--- src/rtl/spi_port_pkg.sv ---
package spi_port_pkg;
  typedef enum logic [1:0] {
    REG_CTRL = 2'd0,
    REG_RATE = 2'd1,
    REG_STAT = 2'd2,
    REG_DATA = 2'd3
  } reg_addr_e;

  localparam int STAT_DONE = 7;
  localparam int STAT_WCOL = 6;
  localparam int STAT_MODF = 4;
  localparam int CTRL_MSTR = 4;
  localparam int CTRL_SSOE = 1;
  localparam int CTRL_BIDI = 0;

  localparam int DIR_MISO = 0;
  localparam int DIR_MOSI = 1;
  localparam int DIR_SCK  = 2;
  localparam int DIR_SS   = 3;
endpackage

--- src/rtl/spi_sync.sv ---
module spi_sync #(
  parameter int          WIDTH   = 1,
  parameter logic [WIDTH-1:0] RST_VAL = '0
) (
  input  logic             clk_i,
  input  logic             rst_ni,
  input  logic [WIDTH-1:0] d_i,
  output logic [WIDTH-1:0] q_o
);
  logic [WIDTH-1:0] meta_q;

  always_ff @(posedge clk_i or negedge rst_ni) begin
    if (!rst_ni) begin
      meta_q <= RST_VAL;
      q_o    <= RST_VAL;
    end else begin
      meta_q <= d_i;
      q_o    <= meta_q;
    end
  end
endmodule

--- src/rtl/spi_clk_div.sv ---
module spi_clk_div #(
  parameter int SEL_W = 3
) (
  input  logic             clk_i,
  input  logic             rst_ni,
  input  logic             run_i,
  input  logic [SEL_W-1:0] sel_i,
  output logic             tick_o
);
  localparam int CNT_W = (1 << SEL_W) - 1;

  logic [CNT_W-1:0] cnt_q;
  logic [CNT_W:0]   lim;

  // half SCK period is 2^sel system clocks
  assign lim    = ({{CNT_W{1'b0}}, 1'b1} << sel_i) - {{CNT_W{1'b0}}, 1'b1};
  assign tick_o = run_i && ({1'b0, cnt_q} == lim);

  always_ff @(posedge clk_i or negedge rst_ni) begin
    if (!rst_ni)               cnt_q <= '0;
    else if (!run_i || tick_o) cnt_q <= '0;
    else                       cnt_q <= cnt_q + 1'b1;
  end
endmodule

--- src/rtl/spi_shift.sv ---
module spi_shift #(
  parameter int DW = 8
) (
  input  logic          clk_i,
  input  logic          rst_ni,
  input  logic          master_i,
  input  logic          load_i,
  input  logic [DW-1:0] wdata_i,
  input  logic          tick_i,
  input  logic          sel_i,
  input  logic          rise_i,
  input  logic          fall_i,
  input  logic          din_i,
  output logic          busy_o,
  output logic          done_o,
  output logic          sck_o,
  output logic          dout_o,
  output logic [DW-1:0] rx_o
);
  localparam int CW = $clog2(DW);
  localparam logic [CW-1:0] LAST = CW'(DW - 1);

  logic [DW-1:0] sh_q;
  logic [CW-1:0] cnt_q;
  logic          samp_q;

  assign dout_o = sh_q[DW-1];

  always_ff @(posedge clk_i or negedge rst_ni) begin
    if (!rst_ni) begin
      sh_q   <= '0;
      cnt_q  <= '0;
      samp_q <= 1'b0;
      busy_o <= 1'b0;
      done_o <= 1'b0;
      sck_o  <= 1'b0;
      rx_o   <= '0;
    end else begin
      done_o <= 1'b0;
      if (load_i) begin
        sh_q   <= wdata_i;
        cnt_q  <= '0;
        sck_o  <= 1'b0;
        busy_o <= master_i;
      end else if (master_i) begin
        if (busy_o && tick_i) begin
          if (!sck_o) begin
            sck_o  <= 1'b1;
            samp_q <= din_i;
          end else begin
            sck_o <= 1'b0;
            sh_q  <= {sh_q[DW-2:0], samp_q};
            cnt_q <= cnt_q + 1'b1;
            if (cnt_q == LAST) begin
              busy_o <= 1'b0;
              done_o <= 1'b1;
              rx_o   <= {sh_q[DW-2:0], samp_q};
            end
          end
        end
      end else begin
        sck_o <= 1'b0;
        if (!sel_i) begin
          cnt_q  <= '0;
          busy_o <= 1'b0;
        end else if (rise_i) begin
          samp_q <= din_i;
          busy_o <= 1'b1;
        end else if (fall_i && busy_o) begin
          sh_q  <= {sh_q[DW-2:0], samp_q};
          cnt_q <= cnt_q + 1'b1;
          if (cnt_q == LAST) begin
            busy_o <= 1'b0;
            done_o <= 1'b1;
            rx_o   <= {sh_q[DW-2:0], samp_q};
          end
        end
      end
    end
  end
endmodule

--- src/rtl/spi_port.sv ---
module spi_port
  import spi_port_pkg::*;
#(
  parameter int DW    = 8,
  parameter int SEL_W = 3
) (
  input  logic          clk_i,
  input  logic          rst_ni,
  input  logic [1:0]    addr_i,
  input  logic          wr_i,
  input  logic          rd_i,
  input  logic [DW-1:0] wdata_i,
  output logic [DW-1:0] rdata_o,
  input  logic [3:0]    dir_i,
  input  logic          sck_i,
  output logic          sck_o,
  output logic          sck_oe_o,
  input  logic          ss_ni,
  output logic          ss_no,
  output logic          ss_oe_o,
  input  logic          mosi_i,
  output logic          mosi_o,
  output logic          mosi_oe_o,
  input  logic          miso_i,
  output logic          miso_o,
  output logic          miso_oe_o
);
  logic             master_q, ssoe_q, bidi_q;
  logic [SEL_W-1:0] rate_q;
  logic             spif, wcol, modf;
  logic             spif_arm, wcol_arm, modf_arm;
  logic             busy, done, tick, sck_int, dout;
  logic [DW-1:0]    rx;
  logic [2:0]       sync_d, sync_q;
  logic             ss_s, sck_s, din_s, sck_d;
  logic             stat_rd, data_acc, data_wr, ctrl_wr, modf_hit, load;

  assign stat_rd  = rd_i && (reg_addr_e'(addr_i) == REG_STAT);
  assign data_acc = (rd_i || wr_i) && (reg_addr_e'(addr_i) == REG_DATA);
  assign data_wr  = wr_i && (reg_addr_e'(addr_i) == REG_DATA);
  assign ctrl_wr  = wr_i && (reg_addr_e'(addr_i) == REG_CTRL);
  assign load     = data_wr && !busy;

  // slave-side inputs; the data pin depends on single-wire mode
  assign sync_d = {ss_ni, sck_i, bidi_q ? miso_i : mosi_i};
  spi_sync #(.WIDTH(3), .RST_VAL(3'b100)) u_sync (
    .clk_i (clk_i), .rst_ni(rst_ni), .d_i(sync_d), .q_o(sync_q)
  );
  assign {ss_s, sck_s, din_s} = sync_q;

  always_ff @(posedge clk_i or negedge rst_ni) begin
    if (!rst_ni) sck_d <= 1'b0;
    else         sck_d <= sck_s;
  end

  assign modf_hit = master_q && !(dir_i[DIR_SS] && ssoe_q) && !ss_s;

  spi_clk_div #(.SEL_W(SEL_W)) u_div (
    .clk_i (clk_i), .rst_ni(rst_ni), .run_i(busy && master_q),
    .sel_i (rate_q), .tick_o(tick)
  );

  spi_shift #(.DW(DW)) u_shift (
    .clk_i   (clk_i),
    .rst_ni  (rst_ni),
    .master_i(master_q),
    .load_i  (load),
    .wdata_i (wdata_i),
    .tick_i  (tick),
    .sel_i   (!ss_s),
    .rise_i  (sck_s && !sck_d),
    .fall_i  (!sck_s && sck_d),
    .din_i   (master_q ? (bidi_q ? mosi_i : miso_i) : din_s),
    .busy_o  (busy),
    .done_o  (done),
    .sck_o   (sck_int),
    .dout_o  (dout),
    .rx_o    (rx)
  );

  always_ff @(posedge clk_i or negedge rst_ni) begin
    if (!rst_ni) begin
      master_q <= 1'b0;
      ssoe_q   <= 1'b0;
      bidi_q   <= 1'b0;
      rate_q   <= '0;
    end else begin
      if (ctrl_wr) begin
        master_q <= wdata_i[CTRL_MSTR];
        ssoe_q   <= wdata_i[CTRL_SSOE];
        bidi_q   <= wdata_i[CTRL_BIDI];
      end
      if (modf_hit) master_q <= 1'b0;
      if (wr_i && (reg_addr_e'(addr_i) == REG_RATE)) rate_q <= wdata_i[SEL_W-1:0];
    end
  end

  // two-step clears; a new set wins and disarms
  always_ff @(posedge clk_i or negedge rst_ni) begin
    if (!rst_ni) begin
      {spif, wcol, modf}             <= '0;
      {spif_arm, wcol_arm, modf_arm} <= '0;
    end else begin
      if (stat_rd && spif) spif_arm <= 1'b1;
      if (stat_rd && wcol) wcol_arm <= 1'b1;
      if (stat_rd && modf) modf_arm <= 1'b1;
      if (data_acc && spif_arm) begin spif <= 1'b0; spif_arm <= 1'b0; end
      if (data_acc && wcol_arm) begin wcol <= 1'b0; wcol_arm <= 1'b0; end
      if (ctrl_wr && modf_arm)  begin modf <= 1'b0; modf_arm <= 1'b0; end
      if (done)              begin spif <= 1'b1; spif_arm <= 1'b0; end
      if (data_wr && busy)   begin wcol <= 1'b1; wcol_arm <= 1'b0; end
      if (modf_hit)          begin modf <= 1'b1; modf_arm <= 1'b0; end
    end
  end

  always_comb begin
    rdata_o = '0;
    unique case (reg_addr_e'(addr_i))
      REG_CTRL: begin
        rdata_o[CTRL_MSTR] = master_q;
        rdata_o[CTRL_SSOE] = ssoe_q;
        rdata_o[CTRL_BIDI] = bidi_q;
      end
      REG_RATE: rdata_o[SEL_W-1:0] = rate_q;
      REG_STAT: begin
        rdata_o[STAT_DONE] = spif;
        rdata_o[STAT_WCOL] = wcol;
        rdata_o[STAT_MODF] = modf;
      end
      REG_DATA: rdata_o = rx;
      default:  rdata_o = '0;
    endcase
  end

  assign sck_o     = sck_int;
  assign mosi_o    = dout;
  assign miso_o    = dout;
  assign ss_no     = !busy;
  assign sck_oe_o  = dir_i[DIR_SCK] && master_q;
  assign ss_oe_o   = dir_i[DIR_SS] && ssoe_q && master_q;
  assign mosi_oe_o = dir_i[DIR_MOSI] && master_q;
  assign miso_oe_o = dir_i[DIR_MISO] && !ss_ni && !master_q;
endmodule

--- config.mk ---
export PLATFORM = sky130hd
export DESIGN_NAME = spi_port
export DESIGN_NICKNAME = d
export VERILOG_FILES = /design/src/rtl/spi_port_pkg.sv /design/src/rtl/spi_sync.sv /design/src/rtl/spi_clk_div.sv /design/src/rtl/spi_shift.sv /design/src/rtl/spi_port.sv
export SDC_FILE = /design/constraint.sdc
export NUM_CORES = 1
export LEC_CHECK = 0
export CORE_AREA = 2 2 75 77
export CTS_CLUSTER_SIZE = 30
export DETAILED_ROUTE_END_ITERATION = 6
export DIE_AREA = 0 0 77 79
export PLACE_DENSITY = 0.75
export SLEW_MARGIN = 20
export SYNTH_ARGS = -nofsm -noshare
export SYNTH_HDL_FRONTEND = slang
export SYNTH_SLANG_ARGS = --single-unit
--- constraint.sdc ---
create_clock -name clk_i -period 2.85 [get_ports clk_i]
set_input_delay 0.285 -clock clk_i [delete_from_list [all_inputs] [get_ports clk_i]]
set_output_delay 0.285 -clock clk_i [all_outputs]
set_load 0.02 [all_outputs]
Word level (Yosys, flattened, before mapping)
Cells that the tools add are included.
{"block": "totals", "ram_bits": 0, "latch_bits": 0, "in_bits": 22, "register_bits": 49, "mem_bits_ro": 0, "output_inout_bits": 16, "mem_count": 0, "elab_cells": 169}
{"block": "op_classes", "bitwise_logic": 1, "magnitude_cmp": 0, "n_eq_ne": 15, "n_addsub": 3, "n_reduce_logical": 55, "multipliers": 0, "shifts": 1, "muxes": 73, "div": 0}
{"operator": "two-way mux 8 bit", "count": 14}
{"operator": "two-way mux 1 bit", "count": 47}
{"operator": "logical AND 1 bit", "count": 27}
{"operator": "two-way mux 3 bit", "count": 7}
{"operator": "nonzero test 2 bit", "count": 6}
{"operator": "nonzero test 3 bit", "count": 4}
{"operator": "AND reduction 5 bit", "count": 2}
{"operator": "== test 7 x 8 -> 1 bit", "count": 1}
{"operator": "logical NOT 1 bit", "count": 8}
{"operator": "left shift 1 x 3 -> 8 bit, first input constant", "count": 1}
{"operator": "subtractor 8 x 1 -> 8 bit, second input constant", "count": 1}
{"operator": "adder 7 x 1 -> 7 bit, second input constant", "count": 1}
{"operator": "two-way mux 7 bit", "count": 1}
{"operator": "inequality test 2 bit, second input constant", "count": 3}
{"operator": "inequality test 3 x 1 -> 1 bit, second input constant", "count": 2}
{"operator": "inequality test 3 bit, second input constant", "count": 2}
{"operator": "one-hot mux 2 bit (3 select lines)", "count": 1}
{"operator": "AND reduction 6 bit", "count": 1}
{"operator": "nonzero test 5 bit", "count": 1}
{"operator": "== test 2 bit, second input constant", "count": 2}
{"operator": "inequality test 2 x 1 -> 1 bit, second input constant", "count": 2}
{"operator": "inequality test 4 bit, second input constant", "count": 1}
{"operator": "one-hot mux 2 bit (2 select lines)", "count": 1}
{"operator": "AND reduction 4 bit", "count": 1}
{"operator": "other kinds (10)", "count": 11}

Logic depth before layout (Yosys ltp)
Gate-level depths: netlist of the first run.
{"block": "logic_depth", "ltp_word": 8, "ltp_mapped": 10, "mapped_depth_nobuf": 9}

Hierarchy
Synthesis of the first run repeated with hierarchy kept, for this count alone.
{"block": "hier_totals", "hier_cells": 246, "hier_area_um2": 2686.3}
{"module": "spi_shift", "cells_each": 106, "area_each_um2": 1247.4, "instances": 1, "seq_area_each_um2": 575.6}
{"module": "spi_port", "cells_each": 80, "area_each_um2": 783.3, "instances": 1, "seq_area_each_um2": 325.3}
{"module": "spi_clk_div", "cells_each": 54, "area_each_um2": 503.0, "instances": 1, "seq_area_each_um2": 175.2}
{"module": "spi_sync", "cells_each": 6, "area_each_um2": 152.6, "instances": 1, "seq_area_each_um2": 152.6}

Worst setup path after synthesis of the first run
OpenSTA, ideal clock, no wires.
{"block": "synth_timing", "kind": "register -> register", "from": "register rate_q[2]", "to": "register u_shift.sh_q[0]", "path_stages_with_launch": 11, "period_less_slack_ps": 2688, "arrival_time_ps": 2564, "setup_slack_ps": 162, "path_buffers": 1, "t_required_ps": 2725, "cell_sequence": "dfrtp_1 > clkbuf_1 > nor2_1 > nand2_1 > ha_1 > nor4bb_1 > a221oi_1 > a32oi_1 > and2_1 > a31oi_2 > mux2_2"}
{"block": "synth_between", "elab_chain_len": 7}
{"element": "from (decl)", "line_no": "spi_port.sv:29", "rtl": "logic [SEL_W-1:0] rate_q;"}
{"element": "from (signal assigned)", "line_no": "spi_port.sv:94", "rtl": "if (wr_i && (reg_addr_e'(addr_i) == REG_RATE)) rate_q <= wdata_i[SEL_W-1:0];"}
{"element": "left shift 1 x 3 -> 8 bit", "line_no": "spi_clk_div.sv:16", "rtl": "assign lim = ({{CNT_W{1'b0}}, 1'b1} << sel_i) - {{CNT_W{1'b0}}, 1'b1};"}
{"element": "subtractor 8 x 1 -> 8 bit", "line_no": "spi_clk_div.sv:16"}
{"element": "== test 7 x 8 -> 1 bit", "line_no": "spi_clk_div.sv:17", "rtl": "assign tick_o = run_i && ({1'b0, cnt_q} == lim);"}
{"element": "logical AND 1 bit", "line_no": "spi_clk_div.sv:17"}
{"element": "logical AND 1 bit", "line_no": "spi_shift.sv:46", "rtl": "if (busy_o && tick_i) begin"}
{"element": "inequality test 3 x 1 -> 1 bit (no source line)"}
{"element": "AND reduction 5 bit (no source line)"}
{"element": "to (signal assigned)", "line_no": "spi_shift.sv:41", "rtl": "sh_q <= wdata_i;"}
{"element": "to (signal assigned)", "line_no": "spi_shift.sv:52", "rtl": "sh_q <= {sh_q[DW-2:0], samp_q};"}
{"element": "to (signal assigned)", "line_no": "spi_shift.sv:70", "rtl": "sh_q <= {sh_q[DW-2:0], samp_q};"}
{"element": "to (decl)", "line_no": "spi_shift.sv:23", "rtl": "logic [DW-1:0] sh_q;"}
No other way between the ends.
A chain may end at the register's enable or synchronous reset.

Worst setup path in the final report of the first run
{"block": "layout_timing", "from": "register rate_q[2]", "to": "register u_shift.rx_o[3]"}
{"block": "layout_between", "elab_chain_len": 7}
{"element": "left shift 1 x 3 -> 8 bit", "line_no": "spi_clk_div.sv:16"}
{"element": "subtractor 8 x 1 -> 8 bit", "line_no": "spi_clk_div.sv:16"}
{"element": "== test 7 x 8 -> 1 bit", "line_no": "spi_clk_div.sv:17"}
{"element": "logical AND 1 bit", "line_no": "spi_clk_div.sv:17"}
{"element": "logical AND 1 bit", "line_no": "spi_shift.sv:46"}
{"element": "inequality test 2 x 1 -> 1 bit (no source line)"}
{"element": "AND reduction 6 bit (no source line)"}
{"element": "to (signal assigned)", "line_no": "spi_shift.sv:57", "rtl": "rx_o <= {sh_q[DW-2:0], samp_q};"}
{"element": "to (signal assigned)", "line_no": "spi_shift.sv:75", "rtl": "rx_o <= {sh_q[DW-2:0], samp_q};"}
{"element": "to (decl)", "line_no": "spi_shift.sv:18", "rtl": "output logic [DW-1:0] rx_o"}
No other way between the ends.

==> results.md, run 1 <==
- Most area-consuming cells after synthesis: dfrtp_1 46%, mux2_2 15%, nor2_1 2.8%, mux2i_1 2.8%, nand2_1 2.2%
- Failing checks: hold timing
- Hold crit path type: primary input to async pin
- Share of the synthesized area in the top cell type: 46.3%
- Required arrival time at the worst endpoint: between 3 and 4 ns
- Routed length per placed instance: about 15 um
- Iteration-0 DRC count of the detailed router: ~110
- Clock Path Buffers: 2
- Number of rows created at floorplan: 27
- Detail Placement HPWL: between 3000 and 4000 um
- First-pass DRT Iterations: 4
- Core area: 0.00534 mm^2
- Clock root cell: clkbuf_8
- Number of maximum-capacitance constraint violations: 0
- Post-synthesis cell count: between 200 and 250
- Number of cells on the worst reg-to-reg path: 7
- Ys async rst share: 100%
- Layout area overhead: 23.3%
- Count of flip-flops with a built-in enable after synthesis: 0
- Yosys warns: 0
- Drt total wl: ~5300 um
- Leakage Power: 1.38 nW
- Die X-Extent: 77 um
- Layout Nets: roughly 300
- Global-route wire length before repair: ~9000 um
- Total track usage: around a fifth
- Synthesized flop and latch total: 49
- Layout cell share with drive strength beyond 1: a little over a fifth
- Post-route fraction of the period consumed by the critical path: between 90% and 100%
- Clock-pin transition on the worst setup and hold timing paths: 0.09 ns
- Setup repair after global routing missed its margin: no
- Number of filler instances in the final layout: about 470
- Vias per std cell: around 5.5
- Synthesized area per cell: about 11 um^2
- Worst Setup Path Type: flop to flop
- Worst hold margin: -0.00693 ns
- Type of element launching the critical path: flop
- Category of the worst setup path capture point: flop
- Setup-failing EPs final: 0
- DRC: 0
- Initial standard-cell utilization of the core: approximately 48%
- Die height: roughly 80 um
- Total power divided by cell area: approximately 640 mW/mm^2
- Reg2reg start: rate_q[2]$_DFFE_PN0P_
- Worst slew margin relative to its limit: between 50% and 60%
- Number of antenna violations at the first check in global routing: 0
- Min Clock Period, post-route: between 2 and 3 ns
- Gpl congestion: 0.859
- Highest ir drop seen on vdd: around 0.0004 V
- Critical register-to-register path endpoint: u_shift.rx_o[3]$_DFFE_PN0P_
- Final antenna diode count: 0
- Setup_tns: 0 ns
- Final Max Slew Viols: 0
- Area taken by flip-flops and latches: 0.00123 mm^2
- Aggregate global routing overflow: 0
- Synth cell types: between 40 and 50
- Maximum clock frequency: approximately 370 MHz
- Syn_nets: between 200 and 300
- Multi-input logic area: about 0.0013 mm^2
- Top Ports: 38
- Synth Flop Type: dfrtp_1
- Overall power: 0.00199 W
- Top fanout value on the critical path: 13
- Number of levels the H-tree was split into: 2
- Sequential cell area fraction in the yosys report: 48.4%
- Die area: between 0.006 and 0.007 mm^2
- Vias in the first global route: between 1,500 and 2,000
- Worst clock skew: 0.00635 ns
- Hold violation count in the final report: 10
- Antenna violation net count after detailed routing: 0
- Area of the mapped netlist: roughly 0.0025 mm^2
- TritonCTS clock tree: done
- Largest net degree at the start of global routing: 50
- Status: finished with violations
- Num CTS Buffers: 5
- Clock insertion delay at the later pin of the skew report: roughly 0.3 ns
- Routed via count: 1,892
- Setup slack of the worst register-to-register path: around 0.18 ns
- Clock sink total: 49
- Count of buffers from port buffering: 37
- CP Data Arrival Time: 2.86 ns
- Slew @ Worst Pin: ~0.74 ns
- Post-synth top area cell: dfrtp_1
-- cells in the final DEF, fill, tap and decap left out, drive strengths merged, types with 4 or more instances in the layout --
master	netlist	layout
xor2	4	4
mux2i	7	7
clkdlybuf4s50	0	36
nor2	19	19
o21ai	11	11
mux2	34	34
nor3b	4	4
and2	4	4
a21oi	5	5
nand3	5	5
ha	4	4
and3	7	7
dfrtp	47	47
clkbuf	6	7
buf	4	8
a31oi	7	7
nand2	15	15
inv	8	8
xnor2	6	6
-- area by class of cell --
cell class              count  area share [%]
clock buffers               7            3.08
well taps                  72            2.88
multi-input cells         163            40.1
flip-flops and latches     49            39.2
clock inverters             1           0.160
inverters                   9            1.08
repair buffers             44            13.4
-- worst max-delay path, cell delays in order (launching register included) --
cell and delay [ns]:
dfrtp_1 0.40, buf_4 0.18, or4_1 0.50, a21o_1 0.20, a211oi_4 0.34, nand4_2 0.19, a21boi_4 0.37, mux2_2 0.38
-- synth_stat cells, types with 2 or more instances --
cell and instances:
xnor2_1 6, nor3_1 2, o21ai_0 11, ha_1 4
nor2b_1 2, buf_2 2, nand2_1 15, a21oi_1 5
o211ai_1 3, inv_1 8, nand2b_1 3, nand3_1 5
nor2_1 19, clkbuf_1 6, dfstp_2 2, nor3b_1 4
xor2_1 4, a21o_1 3, dfrtp_1 47, mux2_2 34
o31ai_1 3, and3_1 7, a31oi_1 6, mux2i_1 7
and2_1 4
-- power by group --
group	total, W	leakage (nW)	switching [W]	internal [W]
clock	0.000443	0.0542	0.000224	0.000220
combinational	0.000598	0.698	0.000279	0.000320
sequential	0.000946	0.628	0.000117	0.000830
-- layer usage --
layer	wire (um)	GRT usage (%)	vias up
met5	0	0	-
met4	94	6.25	0
met3	173	3.64	9
met2	2530	30.2	37
met1	2470	25.2	940
li1	-	-	906
-- metrics by stage --
step	util (%)	cells	setup WS (ns)	area (um^2)	hold WS, ns
global route	58.6	345	0.0641	3130	0.0294
CTS	58.0	344	0.0905	3100	0.212
global placement	56.1	336	0.180	3000	0.333
floorplan	-	231	0.162	2540	-0.0106
finish	58.6	345	0.181	3130	-0.00693
detailed placement	56.1	336	0.0973	3000	0.335
-- repair_timing --
| action | in CTS | in global routing |
|---|---|---|
| buffers inserted | 0 | 1 |
| hold buffers | 0 | 0 |
| endpoints found under the setup margin | 0 | 16 |
| resized for setup | 0 | 5 |
-- flip-flops by register name, summed over array words and instances, names as in the netlist --
name,cells
u_shift.busy_o,1
wcol_arm,1
master_q,1
u_shift.sh_q,8
u_shift.sck_o,1
bidi_q,1
u_sync.meta_q,3
modf,1
spif_arm,1
u_shift.cnt_q,3
modf_arm,1
ssoe_q,1
rate_q,3
sck_d,1
u_shift.samp_q,1
spif,1
wcol,1
u_shift.done_o,1
u_sync.q_o,3
u_shift.rx_o,8
u_div.cnt_q,7
-- cells by family (layout without fill, tap and decap cells) --
family,Yosys count,after routing,synth area share [%]
adder cells (fa/ha/maj),4,4,1.97
AND/OR/NAND/NOR,66,66,13.3
flip-flops,49,49,48.4
buffers and inverters,19,61,3.05
AO/OA/AOI/OAI,42,42,12.1
XOR/XNOR,10,10,3.45
multiplexers,41,41,17.8
-- worst max path at each step --
| stage | from | end | slack, ns | depth (start not counted) |
|---|---|---|---|---|
| after CTS | rate_q[2]$_DFFE_PN0P_ | u_shift.sh_q[5]$_DFFE_PN0P_ | 0.09 | 9 |
| after global placement | rate_q[2]$_DFFE_PN0P_ | u_shift.sh_q[3]$_DFFE_PN0P_ | 0.18 | 9 |
| after detailed placement | rate_q[2]$_DFFE_PN0P_ | u_shift.sh_q[5]$_DFFE_PN0P_ | 0.1 | 9 |
| after global routing | rate_q[2]$_DFFE_PN0P_ | u_shift.sh_q[5]$_DFFE_PN0P_ | 0.06 | 9 |
| after floorplan | rate_q[2]$_DFFE_PN0P_ | u_shift.sh_q[0]$_DFFE_PN0P_ | 0.16 | 10 |
| final | rate_q[2]$_DFFE_PN0P_ | u_shift.rx_o[3]$_DFFE_PN0P_ | 0.18 | 7 |
Note: power is estimated with default switching activity, not from simulation.
==> run 2, diff against run 1 <==
Settings changed: PLACE_DENSITY 0.75 to 0.72.
==> results.md, run 2 (synthesis gave the netlist of run 1 again) <==
- Die height: 79 um (unchanged)
- Leading cell types in the layout, fill and taps excluded: 47 x dfrtp_1, 36 x clkdlybuf4s50_1, 34 x mux2_2
- Clock root cell: clkbuf_8
- Worst slack, placed: 0.0396 ns (-0.0577 ns)
- Status: finished with violations
- Number of rows created at floorplan: 27 (unchanged)
- Worst Setup Path Type: flop to flop
- First-pass DRT Iterations: 4 (unchanged)
- Highest ir drop seen on vdd: 0.000337 V (-14%)
- Initial standard-cell utilization of the core: 47.6% (unchanged)
- Number of filler instances in the final layout: 483 (+3.2%)
- Clock-pin transition on the worst setup and hold timing paths: 0.09 ns (about the same)
- Largest registers ranked by flip-flop count: u_shift.rx_o: 8 flops, u_shift.sh_q: 8 flops, u_div.cnt_q: 7 flops
- Final Max Slew Viols: 0 (unchanged)
- Routed via count: 1,862 (-1.6%)
- Num CTS Buffers: 5 (unchanged)
- CP Data Arrival Time: 2.82 ns (-0.04 ns)
- Iteration-0 DRC count of the detailed router: 110 (+0.92%)
- Top fanout value on the critical path: 9 (-4)
- Worst slew margin relative to its limit: 51.6% (+0.79 points)
- TritonCTS clock tree: done
- Aggregate global routing overflow: 0 (unchanged)
- Setup repair after global routing missed its margin: no
- Placed cell areas: 0.00300 mm^2 (unchanged)
- Vias per std cell: 5.40 (-1.6%)
- Final antenna diode count: 0 (unchanged)
- Type of element launching the critical path: flop
- Critical Path, Cell by Cell: nor2_1 -> nand2_1 -> ha_1 -> xor2_1 -> a21o_1 -> a211oi_4 -> nand4_2 -> a21boi_4 -> buf_12 -> mux2_2
- Layout Nets: 299 (+0.34%)
- Clock Path Buffers: 2 (unchanged)
- Number of antenna violations at the first check in global routing: 0 (unchanged)
- Total power divided by cell area: 619 mW/mm^2 (-2.5%)
- Number of maximum-capacitance constraint violations: 0 (unchanged)
- Hold-fix buffer count after cts: 0 (unchanged)
- Layout cell share with drive strength beyond 1: 20.9% (-1.1 points)
- Finished layout cell area: 0.00315 mm^2 (+0.56%)
- Die area: 0.00608 mm^2 (unchanged)
- Hold violation count in the final report: 6 (-4)
- Min Clock Period, post-route: 2.64 ns (-0.0331 ns)
- Number of cells on the worst reg-to-reg path: 10 (+3)
- Leakage Power: 1.39 nW (+0.42%)
- Global-route wire length before repair: 8930 um (-0.84%)
- Area taken by flip-flops and latches: 0.00123 mm^2 (unchanged)
- Worst clock skew: 0.00723 ns (+0.000881 ns)
- Critical register-to-register path endpoint: u_shift.rx_o[5]$_DFFE_PN0P_
- Required arrival time at the worst endpoint: 3.03 ns (about the same)
- Slew @ Worst Pin: 0.724 ns (-0.0119 ns)
- Setup-failing EPs final: 0 (unchanged)
- Post-route fraction of the period consumed by the critical path: 92.5% (-1.2 points)
- Vias in the first global route: 1,827 (-2.6%)
- Maximum clock frequency: 379 MHz (+1.3%)
- DRC: 0 (unchanged)
- Max stage delay cell, worst path: dfrtp_1
- Drt total wl: 5340 um (+1.3%)
- Total track usage: 18.7% (+0.059 points)
- Clock insertion delay at the later pin of the skew report: 0.29 ns (about the same)
- Die X-Extent: 77 um (unchanged)
- Core area: 0.00534 mm^2 (unchanged)
- Failing checks: hold timing
- Setup slack of the worst register-to-register path: 0.21 ns (+0.03 ns)
- Hold crit path type: primary input to async pin
- Number of levels the H-tree was split into: 2 (unchanged)
- Worst hold margin: -0.00473 ns (+0.00220 ns)
- Routed length per placed instance: 15.5 um (+1.3%)
- Most common cell after layout, fill and taps aside: dfrtp_1
- Final worst slack: 0.214 ns (+0.0331 ns)
- Clock sink total: 49 (unchanged)
- Detail Placement HPWL: 3850 um (+0.32%)
- Category of the worst setup path capture point: flop
- Multi-input logic area: 0.00126 mm^2 (unchanged)
- Critical path's largest stage delay: 0.39 ns (-0.11 ns)
- Largest net degree at the start of global routing: 50 (unchanged)
- Layout area overhead: 23.9%
- Gpl congestion: 0.829 (-3.5%)
- Reg2reg start: rate_q[1]$_DFFE_PN0P_
- Top Ports: 38 (unchanged)
- Setup_tns: 0 ns (unchanged)
- End-of-flow core utilization: 59.0% (+0.33 points)
- Antenna violation net count after detailed routing: 0 (unchanged)
- Count of buffers from port buffering: 37 (unchanged)
## run 2: layout make-up
cell class | count | share of cell area, %
multi-input cells | 163 | 39.9
flip-flops and latches | 49 | 39.0
repair buffers | 45 | 14.4
well taps | 72 | 2.86
clock buffers | 7 | 2.74
inverters | 9 | 1.07
## run 2: how the worst max path moves through the flow
stage	start	to	cells past startpoint
global placement	rate_q[2]$_DFFE_PN0P_	u_shift.sh_q[7]$_DFFE_PN0P_	9
global route	rate_q[1]$_DFFE_PN0P_	u_shift.sh_q[6]$_DFFE_PN0P_	10
CTS	rate_q[1]$_DFFE_PN0P_	u_shift.sh_q[6]$_DFFE_PN0P_	9
finish	rate_q[1]$_DFFE_PN0P_	u_shift.rx_o[5]$_DFFE_PN0P_	10
floorplan	rate_q[2]$_DFFE_PN0P_	u_shift.sh_q[0]$_DFFE_PN0P_	10
detailed placement	rate_q[1]$_DFFE_PN0P_	u_shift.sh_q[6]$_DFFE_PN0P_	9
## run 2: power breakdown
group	internal, W	switching, W	total [W]
Combinational	0.000321	0.000277	0.000598
Clock	0.000193	0.000218	0.000411
Sequential	0.000830	0.000110	0.000940
## run 2: stage by stage
| stage | cells | hold WS (ns) | power (W) |
|---|---|---|---|
| detailed placement | 336 | 0.338 | 0.00154 |
| global placement | 336 | 0.332 | 0.00152 |
| CTS | 343 | 0.214 | 0.00195 |
| finish | 345 | -0.00473 | 0.00195 |
| global route | 345 | 0.0389 | 0.00207 |
| floorplan | 231 | -0.0106 | 0.00133 |
## run 2: timing repair
| item | in CTS | in global routing |
|---|---|---|
| gates resized for setup | 0 | 3 |
| endpoints found under the hold margin | 0 | 0 |
| endpoints found under the setup margin | 0 | 16 |
| buffers inserted | 0 | 2 |
## run 2: layer usage
layer,global-route usage [%],up-vias,wire length (um)
met4,6.25,0,72
met2,29.2,33,2570
met5,0,-,0
li1,-,910,-
met3,3.86,4,184
met1,26.1,915,2510
## run 2: critical path, delay by kind of cell (launching register included)
family / cells / cell delay (ns)
buf+inv: 1 / 0.14
mux: 1 / 0.33
flops: 1 / 0.39
compound gates: 3 / 0.72
xor+xnor: 1 / 0.20
fa+ha+maj: 1 / 0.28
simple gates: 3 / 0.46
